**src/rtl/sprite_dma.sv**
```systemverilog
module sprite_dma #(
  parameter int DW = 8,
  parameter int IW = 8,
  parameter logic [15:0] TRIG_ADDR = 16'h4014,
  parameter logic [15:0] PTR_ADDR  = 16'h2003,
  parameter logic [15:0] DATA_ADDR = 16'h2004
) (
  input  logic          clk,
  input  logic          rst_n,
  input  logic          cpu_wr,
  input  logic [15:0]   cpu_addr,
  input  logic [DW-1:0] cpu_wdata,
  output logic [15:0]   bus_addr,
  output logic          bus_rd,
  input  logic [DW-1:0] bus_rdata,
  output logic          spr_we,
  output logic [IW-1:0] spr_addr,
  output logic [DW-1:0] spr_wdata,
  output logic          stall,
  output logic          done,
  input  logic [IW-1:0] rd_addr,
  output logic [DW-1:0] rd_data
);
  localparam int DEPTH = 1 << IW;
  localparam int PW = 16 - IW;

  logic          busy, phase, done_q;
  logic [IW-1:0] cnt, ptr;
  logic [PW-1:0] page;
  logic [DW-1:0] hold;
  logic [DW-1:0] mem [DEPTH];

  wire trig    = cpu_wr && cpu_addr == TRIG_ADDR && !busy;
  wire set_ptr = cpu_wr && cpu_addr == PTR_ADDR  && !busy;
  wire put_dat = cpu_wr && cpu_addr == DATA_ADDR && !busy;

  assign bus_rd    = busy && !phase;
  assign bus_addr  = {page, cnt};
  assign spr_we    = (busy && phase) || put_dat;
  assign spr_addr  = busy ? cnt : ptr;
  assign spr_wdata = busy ? hold : cpu_wdata;
  assign stall     = busy;
  assign done      = done_q;
  assign rd_data   = mem[rd_addr];

  always_ff @(posedge clk) begin
    if (!rst_n) begin
      busy   <= 1'b0;
      phase  <= 1'b0;
      done_q <= 1'b0;
      cnt    <= '0;
      ptr    <= '0;
      page   <= '0;
      hold   <= '0;
    end else begin
      done_q <= 1'b0;
      if (trig) begin
        busy  <= 1'b1;
        phase <= 1'b0;
        cnt   <= '0;
        page  <= PW'(cpu_wdata);
      end else if (busy) begin
        if (!phase) begin
          hold  <= bus_rdata;
          phase <= 1'b1;
        end else begin
          phase <= 1'b0;
          cnt   <= cnt + 1'b1;
          if (&cnt) begin
            busy   <= 1'b0;
            done_q <= 1'b1;
          end
        end
      end
      if (set_ptr) ptr <= IW'(cpu_wdata);
      else if (put_dat) ptr <= ptr + 1'b1;
    end
  end

  always_ff @(posedge clk)
    if (spr_we) mem[spr_addr] <= spr_wdata;
endmodule

```
**config.mk**
```make
export PLATFORM = sky130hd
export DESIGN_NAME = sprite_dma
export DESIGN_NICKNAME = d
export VERILOG_FILES = /design/src/rtl/sprite_dma.sv
export SDC_FILE = /design/constraint.sdc
export NUM_CORES = 2
export LEC_CHECK = 0
export BUFFER_PORTS_ARGS = -buffer_cell sky130_fd_sc_hd__buf_2
export CORE_MARGIN = 2
export CORE_UTILIZATION = 45
export CTS_CLUSTER_SIZE = 25
export DETAILED_ROUTE_END_ITERATION = 7
export MAX_ROUTING_LAYER = met4
export PLACE_DENSITY = 0.65
export SLEW_MARGIN = 20
export SYNTH_ARGS = -nofsm -noshare
export SYNTH_HDL_FRONTEND = slang
export SYNTH_SLANG_ARGS = --single-unit
```
**constraint.sdc**
```tcl
create_clock -name clk -period 4.7 [get_ports clk]
set_input_delay 0.47 -clock clk [delete_from_list [all_inputs] [get_ports clk]]
set_output_delay 0.47 -clock clk [all_outputs]
set_load 0.1 [all_outputs]
```
# After elaboration in Yosys (flattened, before gate mapping)

Memories as Yosys holds them, arrays and structs flattened.
Index checks and enable logic that the tools add are counted.

Flip-flop bits (word level): 35
Bits in writable memories: 2048
Input port bits: 43
Memories: 1

Add/subtract/negate cells: 2
Eq/ne operators: 3
Multiplexer cells: 12
Bitwise operators: 4
Reduce and logical (&&, ||, !) cells: 17

Memories:

| memory | words | bits a word | rd ports | clocked after memory_dff | wr ports | line | source |
|---|---|---|---|---|---|---|---|
| mem    | 256   | 8           | 1        | 0                        | 1        | 31   | `logic [DW-1:0] mem [DEPTH];` |

Operators with widths:

| cell                                                   | count |
|---|---|
| equality test 16 x 14 -> 1 bit (second input constant) | 2 |
| 2-to-1 mux 8 bit                                       | 4 |
| adder 8 x 1 -> 8 bit (second input constant)           | 2 |
| equality test 16 x 15 -> 1 bit (second input constant) | 1 |
| logical AND 1 bit                                      | 8 |
| 2-to-1 mux 1 bit                                       | 8 |
| AND reduction 8 bit                                    | 1 |
| NOT 1 bit                                              | 4 |
| OR reduction 4 bit                                     | 1 |
| AND reduction 3 bit                                    | 1 |
| logical NOT 1 bit                                      | 2 |
| AND reduction 2 bit                                    | 1 |
| nonzero test 2 bit                                     | 1 |
| OR reduction 2 bit                                     | 1 |
| logical OR 1 bit                                       | 1 |

# Longest topological paths before layout

Depth in word-level cells: 6
Gate-level depth with buffers: 12
Gate-level depth less buffers: 6

# Worst setup path before layout

OpenSTA, ideal clock, no wires.

Path type: input -> output
Start: input rd_addr[0]
End: output rd_data[0]
Data arrival time: 4.723 ns
Required time: 4.230 ns
Slack: -0.493 ns
Cell stages on the path: 10
Buffers on the path: 4
Path through: buf_6 buf_12 buf_12 buf_12 mux2i_1 o221ai_1 nand2_1 a211o_1 o211a_1 nor4_1

Longest elaborated chain between the ends: 1

RTL lines:

| item                      | line | source |
|---|---|---|
| from (decl)               | 21   | `input logic [IW-1:0] rd_addr,` |
| memory read (256 x 8 bit) | -    |  |
| to (decl)                 | 22   | `output logic [DW-1:0] rd_data` |

Every way passes these cells.

# Worst setup path after layout

Start: input rd_addr[0]
End: output rd_data[4]

The elaborated chain is that of the path after synthesis.

==> metrics.txt <==
outcome completed; total die area 185000 um^2; FMAX 0.218 GHz; Worst R2R End mem[98][3]; Mapped Avg Cell Area 20.8 um^2; Residual DRC 0; first-pass GRT wire length 293000 um; Yosys top cell area share 75.3%; PostCTS Resize Cnt 0; port bufs 86; CP Capture Type primary output; CTS Buffer Depth 3; RSZ-0062 raised after global routing false; CP required 4.23 ns; number of global-route vias before repair 41300; Rel. slew slack 25.1%; top_reg_cell synth edfxtp_1; filler cell count 13900; top post-synthesis cells by area edfxtp_1 (75%), mux4_2 (11%), mux4_1 (1.5%); synth-to-layout area growth 13.9%; area of the mapped netlist 81700 um^2; CP startpoint rd_addr[0]; Seq cells post-synth 2083; Core Footprint 181000 um^2; Hold Vio Cnt, Final 0; total track usage 22.5%; cell count after synthesis 3928; FF-to-FF path depth 7; CP Class in -> out; Final min period 4.59 ns; Cell variety after synth 76; DR vias 41300; DRT Pass-1 Iters 6; RR Startpoint stall; endpoints failing setup 0; Antenna Violating Nets Remaining 0; Tcrit/Tclk final 97.7%; Max Slew Vio Count 0; Non-Filler Instances 6869; Worst R2R Setup Slack 0.87 ns; Placed Cells 6480; Buffers & Inverters on Critical Path 5; clock root cell clkbuf_16; cell repeated most along the worst path buf_12; Max-Cap Viols 0; CP delay by family, top buffers and inverters; Die Span Y 430 um; initial drt markers 5026; io pins 87; Die W 430 um; critical path fanouts, max 38; Post-synth EDFFs 2048; Async SR Flop Fraction 0%; Post-synth top cells edfxtp_1 (2048), mux4_2 (411), nor2_1 (298); Post-DP HPWL 125000 um; layout cell share with drive strength beyond 1 25.7%; WP depth 10; Pwr Density 408 nW/um^2; # H-tree levels 4; Final GP Congestion 0.858; grt ovf 0; sequential share of the synthesized area 76.2%; Cell Chain, Critical Path buf_8 -> buf_12 -> buf_12 -> mux4_2 -> a22oi_1 -> a21oi_1 -> nor4_1 -> buf_4 -> nor4_2 -> buf_12; CTS buffer count 202; Hold/Removal Path Class in -> reg; Worst path max stage delay 0.93 ns; Nets 4375; Clock Sinks 2083; slew at the pin with the worst max-slew slack 1.11 ns; Critical-path top delay cell nor4_1; Worst-path clk slew 0.07 ns; leading area contributor after synthesis edfxtp_1; Rows 156; starting density of the core 45.2%; latest clock arrival within the worst-skew pair 0.84 ns; worst vdd ir 356 uV; initial antenna violation count 4; startpoint type of the worst setup path primary input; YS warnings 0; Worst Setup EP rd_data[4]; Synth Net Count 3973; TritonCTS clock tree done; Wirelength per Cell 29.5 um; Worst EP arrival 4.12 ns; DR vias/cell 6.01; final wirelength 202000 um; Worst Clk Skew 0.0387 ns; most frequent cell after synthesis edfxtp_1; largest net degree at the start of global routing 177; Fin Hold WS 0.0863 ns; total leakage power 29.5 nW; setup_tns 0 ns
==> registers in the layout, indices dropped and copies added, names as in the netlist <==
signal,count
cnt,8
done,1
hold,8
mem,2048
page,8
phase,1
ptr,8
stall,1
==> worst min-delay path by stage <==
| stage | start | endpoint | slack, ns | depth (start not counted) |
|---|---|---|---|---|
| finish | rst_n | hold[5] | 0.09 | 2 |
| global route | rst_n | ptr[0] | 0.09 | 2 |
| CTS | rst_n | hold[5] | 0.03 | 2 |
| detailed placement | hold[3] | hold[3] | 0.47 | 2 |
| global placement | hold[1] | hold[1] | 0.47 | 2 |
| floorplan | hold[7] | hold[7] | 0.44 | 2 |
==> kinds of logic after synthesis <==
| family | share of synthesized area (%) |
|---|---|
| buffers and inverters | 2.19 |
| and+or+nand+nor | 3.07 |
| xor gates and xnor gates | 0.0751 |
| adders and majority gates | 0.0306 |
| AOI/OAI and AO/OA | 3.91 |
| DFF | 76.2 |
| muxes | 14.6 |
==> power breakdown <==
group / switching [mW] / total, mW / internal, mW
Combinational: 1.29 / 2.02 / 0.728
Sequential: 0.00000175 / 20.4 / 20.4
Clock: 6.94 / 15.5 / 8.57
==> worst register-to-register path: stages (launching register included) <==
cell	delay, ns
dfxtp_1	0.32
buf_4	0.26
nor4b_2	0.33
nand3_2	0.20
o31ai_4	0.60
nand3_1	0.59
buf_12	0.37
nor2_1	0.78
==> timing repair <==
item                                   in CTS  in global routing
hold buffers                               16                  0
buffers inserted                            0                  0
endpoints found under the hold margin      24                  0
setup endpoints to repair                   0                  0
==> metrics by stage <==
step	power (mW)	utilization (%)	worst slack [ns]	instance area [um^2]
after floorplan	22.0	-	0.0371	81700
after global placement	22.8	48.0	0.0827	86600
after detailed placement	22.8	48.0	0.0291	86600
after CTS	38.1	51.5	0.0269	93100
after global routing	38.9	51.5	0.0425	93100
final	37.9	51.5	0.109	93100
==> cells in the final DEF (no fill, tap or decap), types with 26 or more instances in the layout <==
master        n
mux4_1       48
nor2_1      296
buf_12       44
buf_4       297
clkinv_1     46
mux2i_1     124
edfxtp_1   2048
nand2_1      92
mux4_2      411
clkinv_2     32
nand3_1      26
dfxtp_1      35
a22oi_1     165
a21oi_1      98
buf_2        75
clkbuf_16   204
o21ai_0      30
clkbuf_1     62
==> per-layer routing <==
layer | global-route usage (%) | routed length (um) | up-vias | part of all wire, %
met2 | 34.5 | 97000 | 1987 | 48
met4 | 6.75 | 5880 | 0 | 2.9
met1 | 31.6 | 83400 | 21800 | 41
met3 | 3.50 | 16100 | 314 | 7.9
li1 | - | - | 17200 | -
met5 | - | 0 | - | 0
==> final cells by class <==
| cell class | count | area (um^2) | area share (%) |
|---|---|---|---|
| tap | 2370 | 2970 | 3.19 |
| inverter | 12 | 45.0 | 0.0484 |
| clock inverter | 106 | 945 | 1.02 |
| multi-input combinational | 1597 | 17900 | 19.2 |
| timing repair buffer | 434 | 3680 | 3.95 |
| sequential | 2083 | 62200 | 66.8 |
| clock buffer | 266 | 5340 | 5.74 |
| antenna | 1 | 2.50 | 0.00269 |
(Power assumes the default switching activity.)
